### config.mk
export PLATFORM = sky130hd
export DESIGN_NAME = clamp_pulse_gen
export DESIGN_NICKNAME = d
export VERILOG_FILES = /design/src/rtl/clamp_pkg.sv /design/src/rtl/clamp_sync.sv /design/src/rtl/clamp_regs.sv /design/src/rtl/clamp_timer.sv /design/src/rtl/clamp_pulse_gen.sv
export SDC_FILE = /design/constraint.sdc
export NUM_CORES = 1
export LEC_CHECK = 0
export CORE_MARGIN = 5
export CORE_UTILIZATION = 53
export DETAILED_ROUTE_END_ITERATION = 8
export PLACE_DENSITY = 0.79
export SLEW_MARGIN = 20
export SYNTH_ARGS = -nofsm -noshare
export SYNTH_HDL_FRONTEND = slang
export SYNTH_HIERARCHICAL = 1
export SYNTH_SLANG_ARGS = --single-unit
### constraint.sdc
create_clock -name clk -period 5.1 [get_ports clk]
set_input_delay 1.02 -clock clk [delete_from_list [all_inputs] [get_ports clk]]
set_output_delay 1.02 -clock clk [all_outputs]
set_load 0.01 [all_outputs]
### src/rtl/clamp_pkg.sv
package clamp_pkg;
    localparam int RW = 8;
    localparam logic [RW-1:0] ADDR_PLACE = 8'h05;
    localparam logic [RW-1:0] ADDR_DUR   = 8'h06;
    localparam logic [RW-1:0] ADDR_SEL   = 8'h11;
    localparam logic [RW-1:0] ADDR_SYNC  = 8'h12;
    localparam int SEL_LSB = 4;
    localparam logic [RW-1:0] CODE_GND = 8'h00;
    localparam logic [RW-1:0] CODE_MID = 8'h80;

    typedef enum logic [1:0] {ST_IDLE, ST_WAIT, ST_CLAMP} tmr_state_e;

    typedef struct packed {
        logic [RW-1:0] place;
        logic [RW-1:0] dur;
        logic [RW-1:0] sel;
    } line_cfg_t;

    localparam line_cfg_t CFG_RESET = '{place: 8'h08, dur: 8'h14, sel: 8'h00};
endpackage

### src/rtl/clamp_sync.sv
module clamp_sync #(
    parameter int STAGES = 2
) (
    input  logic clk,
    input  logic rst_n,
    input  logic hsync_in,
    input  logic active_high,
    output logic trail
);
    typedef struct packed {
        logic [STAGES-1:0] pipe;
        logic              last;
    } sync_st_t;

    sync_st_t st_d, st_q;
    logic     synced;

    always_comb begin
        st_d      = st_q;
        st_d.pipe = {st_q.pipe[STAGES-2:0], hsync_in};
        synced    = st_q.pipe[STAGES-1];
        st_d.last = synced;
        trail     = active_high ? (st_q.last & ~synced) : (~st_q.last & synced);
    end

    always_ff @(posedge clk or negedge rst_n) begin
        if (!rst_n) st_q <= '0;
        else        st_q <= st_d;
    end
endmodule

### src/rtl/clamp_regs.sv
module clamp_regs
    import clamp_pkg::*;
(
    input  logic          clk,
    input  logic          rst_n,
    input  logic          wr_en,
    input  logic [RW-1:0] addr,
    input  logic [RW-1:0] wdata,
    input  logic          trail,
    output logic [RW-1:0] rdata,
    output line_cfg_t     stage_cfg,
    output line_cfg_t     act_cfg,
    output logic          active_high
);
    typedef struct packed {
        line_cfg_t stage;
        line_cfg_t act;
        logic      pol;
    } regs_st_t;

    regs_st_t st_d, st_q;

    always_comb begin
        st_d = st_q;
        if (trail) st_d.act = st_q.stage;
        if (wr_en) begin
            case (addr)
                ADDR_PLACE: st_d.stage.place = wdata;
                ADDR_DUR:   st_d.stage.dur   = wdata;
                ADDR_SEL:   st_d.stage.sel   = wdata;
                ADDR_SYNC:  st_d.pol         = wdata[0];
                default:    ;
            endcase
        end
    end

    always_comb begin
        case (addr)
            ADDR_PLACE: rdata = st_q.stage.place;
            ADDR_DUR:   rdata = st_q.stage.dur;
            ADDR_SEL:   rdata = st_q.stage.sel;
            ADDR_SYNC:  rdata = {{(RW-1){1'b0}}, st_q.pol};
            default:    rdata = '0;
        endcase
    end

    assign stage_cfg   = st_q.stage;
    assign act_cfg     = st_q.act;
    assign active_high = st_q.pol;

    always_ff @(posedge clk or negedge rst_n) begin
        if (!rst_n) begin
            st_q.stage <= CFG_RESET;
            st_q.act   <= CFG_RESET;
            st_q.pol   <= 1'b1;
        end else begin
            st_q <= st_d;
        end
    end
endmodule

### src/rtl/clamp_timer.sv
module clamp_timer
    import clamp_pkg::*;
#(
    parameter int CW = 8
) (
    input  logic          clk,
    input  logic          rst_n,
    input  logic          trail,
    input  logic [CW-1:0] next_place,
    input  logic [CW-1:0] next_dur,
    input  logic [CW-1:0] act_dur,
    output logic          clamp
);
    localparam logic [CW-1:0] ONE = CW'(1);

    typedef struct packed {
        tmr_state_e    state;
        logic [CW-1:0] cnt;
    } tmr_st_t;

    tmr_st_t st_d, st_q;

    always_comb begin
        st_d = st_q;
        if (trail) begin
            if (next_place != '0) begin
                st_d.state = ST_WAIT;
                st_d.cnt   = next_place;
            end else if (next_dur != '0) begin
                st_d.state = ST_CLAMP;
                st_d.cnt   = next_dur;
            end else begin
                st_d.state = ST_IDLE;
                st_d.cnt   = '0;
            end
        end else begin
            case (st_q.state)
                ST_WAIT: begin
                    if (st_q.cnt == ONE) begin
                        st_d.state = (act_dur != '0) ? ST_CLAMP : ST_IDLE;
                        st_d.cnt   = act_dur;
                    end else begin
                        st_d.cnt = st_q.cnt - ONE;
                    end
                end
                ST_CLAMP: begin
                    if (st_q.cnt == ONE) begin
                        st_d.state = ST_IDLE;
                        st_d.cnt   = '0;
                    end else begin
                        st_d.cnt = st_q.cnt - ONE;
                    end
                end
                default: st_d = st_q;
            endcase
        end
    end

    assign clamp = (st_q.state == ST_CLAMP);

    always_ff @(posedge clk or negedge rst_n) begin
        if (!rst_n) begin
            st_q.state <= ST_IDLE;
            st_q.cnt   <= '0;
        end else begin
            st_q <= st_d;
        end
    end
endmodule

### src/rtl/clamp_pulse_gen.sv
module clamp_pulse_gen
    import clamp_pkg::*;
#(
    parameter int SYNC_STAGES = 2,
    parameter int NCH         = 3
) (
    input  logic          clk,
    input  logic          rst_n,
    input  logic          hsync_in,
    input  logic          reg_wr_en,
    input  logic [RW-1:0] reg_addr,
    input  logic [RW-1:0] reg_wdata,
    output logic [RW-1:0] reg_rdata,
    output logic          clamp_en,
    output logic [RW-1:0] target_r,
    output logic [RW-1:0] target_g,
    output logic [RW-1:0] target_b
);
    logic          trail;
    logic          active_high;
    line_cfg_t     stage_cfg;
    line_cfg_t     act_cfg;
    logic [RW-1:0] tgt [NCH];

    clamp_sync #(.STAGES(SYNC_STAGES)) u_sync (
        .clk        (clk),
        .rst_n      (rst_n),
        .hsync_in   (hsync_in),
        .active_high(active_high),
        .trail      (trail)
    );

    clamp_regs u_regs (
        .clk        (clk),
        .rst_n      (rst_n),
        .wr_en      (reg_wr_en),
        .addr       (reg_addr),
        .wdata      (reg_wdata),
        .trail      (trail),
        .rdata      (reg_rdata),
        .stage_cfg  (stage_cfg),
        .act_cfg    (act_cfg),
        .active_high(active_high)
    );

    clamp_timer #(.CW(RW)) u_timer (
        .clk       (clk),
        .rst_n     (rst_n),
        .trail     (trail),
        .next_place(stage_cfg.place),
        .next_dur  (stage_cfg.dur),
        .act_dur   (act_cfg.dur),
        .clamp     (clamp_en)
    );

    for (genvar ch = 0; ch < NCH; ch++) begin : g_tgt
        assign tgt[ch] = act_cfg.sel[SEL_LSB + ch] ? CODE_MID : CODE_GND;
    end

    assign target_r = tgt[0];
    assign target_g = tgt[1];
    assign target_b = tgt[2];
endmodule

==> impl_metrics.env <==
export IMPL_initial_utilization=0.551
export IMPL_area_growth_pct=14.1
export IMPL_antenna_found_initial=0
export IMPL_drc=0
export IMPL_first_pass_iters=4
export IMPL_maxCapViolations=0
export IMPL_grt_ovfl_total=0
export IMPL_grt_pass1_wl_um=9980
export IMPL_rows=26
export IMPL_clk_latency_ps=300
export IMPL_routed_wl_um=6000
export IMPL_critPathCapture="reg_rdata[5]"
export IMPL_clock_path_buffers=2
export IMPL_avgSynthCellArea_um2=11.2
export IMPL_cts_resized=0
export IMPL_r2r_cells=7
export IMPL_worst_slew_pin_transition_ps=621
export IMPL_cp_startpoint="reg_addr[3]"
export IMPL_avgViaCountPerCell=5.77
export IMPL_cp_required_ps=4080
export IMPL_drive_above_1_share=0.264
export IMPL_setup_tns_ps=0
export IMPL_die_area_mm2=0.00691
export IMPL_diodes=0
export IMPL_core_mm2=0.00514
export IMPL_io_pin_count=53
export IMPL_die_h_um=83.1
export IMPL_htree_levels=2
export IMPL_status="completed"
export IMPL_cts_sinks=49
export IMPL_nets=301
export IMPL_leakagePower_nw=1.40
export IMPL_setup_violations_final=0
export IMPL_io_buffers=31
export IMPL_fin_crit_sh=0.827
export IMPL_r2r_start="u_regs/active_high"
export IMPL_cts_root_buffer="clkbuf_8"
export IMPL_critPathCaptureType="output pin"
export IMPL_cts_hold_buf=0
export IMPL_vias=2020
export IMPL_cts_buffers=5
export IMPL_skew_ps=3.50
export IMPL_finish_utilization=0.629
export IMPL_min_period_ps=4220
export IMPL_synthCells=252
export IMPL_timing_final_hold_violations=0
export IMPL_cts_setup_buffers=0
export IMPL_grt_max_degree=50
export IMPL_rsz0062_at_grt="no"
export IMPL_cts_tree="done"
export IMPL_dieWidth_um=83.1
export IMPL_grt_total_usage=0.176
export IMPL_dp_cells=342
export IMPL_grt_pass1_vias=1994
export IMPL_arrival_ps=3200
export IMPL_dr_first_iter_drc_count=202
export IMPL_r2r_end="u_timer/st_q[1]"
export IMPL_p_total_mw=1.12
export IMPL_yosysWarnings=6
export IMPL_max_freq_mhz=237
export IMPL_maxSlewHeadroom=0.586
export IMPL_antenna_left=0
export IMPL_slew_viol_final=0
export IMPL_reg2reg_slack_ps=3050
export IMPL_start_kind="primary input"
export IMPL_path_clk_slew_ps=90
export IMPL_avgRoutedWirePerCell_um=17.1
export IMPL_worstPathMaxFanout=8
export IMPL_syn_cell_area_mm2=0.00283
export IMPL_ir_drop_mv=0.238
export IMPL_dp_hpwl_um=4230
export IMPL_gp_congestion=0.826
export IMPL_worstSetupPathType="in2out"
export IMPL_instances_no_fill=350
export IMPL_hold_path_class="reg2reg"
export IMPL_power_density_mw_per_mm2=347
[worst min path at each step]
stage,start,slack [ps],depth (start not counted),to
after floorplan,u_sync/st_d[2],330,0,u_sync/st_d[0]
after CTS,u_sync/st_d[2],360,0,u_sync/st_d[0]
after global placement,u_sync/st_d[2],340,0,u_sync/st_d[0]
after global routing,u_sync/st_d[2],360,0,u_sync/st_d[0]
final,u_sync/st_d[2],360,0,u_sync/st_d[0]
after detailed placement,u_sync/st_d[2],340,0,u_sync/st_d[0]
[metal layers]
layer	vias up	global-route usage	routed length [µm]
met5	-	0	0
met2	61	0.288	2870
met1	1004	0.239	2700
met3	6	0.0416	371
li1	949	-	-
met4	0	0.0401	54
[area by class of cell]
cell class	count	area, µm²
clock buffer	5	68.8
clock inverter	3	68.8
fill	435	1910
inverter	14	52.6
multi-input combinational	177	1410
sequential	49	1230
tap	70	87.6
timing repair buffer	32	315
[per-stage QoR]
| step | hold slack (ps) | setup slack, ps | area, µm² |
|---|---|---|---|
| after floorplan | 331 | 2100 | 2910 |
| after global placement | 337 | 974 | 3090 |
| after detailed placement | 336 | 942 | 3090 |
| after CTS | 358 | 911 | 3230 |
| after global routing | 363 | 823 | 3230 |
| final | 357 | 882 | 3230 |
[critical path: stages]
cell	delay, ps
clkdlybuf4s50_1	520
or4bb_1	760
nor3_2	210
a221o_1	140
clkdlybuf4s50_1	540
[layout by cell type, fill, tap and decap left out, types with 3 or more instances in the layout]
cell type         n
a21oi_1           7
dfstp_2           6
o21ai_0           5
a221o_1           8
a311oi_1          6
nor3_2            7
inv_1            13
nand2_1           9
xnor2_1           3
clkdlybuf4s50_1  30
nand2b_1          3
clkbuf_8          5
and4bb_2          3
nor4_1            5
a31oi_1           3
nor3b_1           3
a211oi_1          7
dfrtp_1          43
nand3_2           3
nor2_1            9
conb_1           21
mux2_2           36
[flip-flops by register name, summed over array words and instances (netlist names)]
name,flops
u_regs/stage_cfg,24
u_sync/st_d,2
u_sync/st_q,1
u_timer/st_q,10
u_regs/act_cfg,11
u_regs/active_high,1
[where the power goes]
part / total (mW) / internal, mW / switching [mW]
Combinational: 0.280 / 0.136 / 0.144
Clock: 0.333 / 0.197 / 0.135
Sequential: 0.508 / 0.438 / 0.0697
Note: power is estimated with default switching activity, not from simulation.
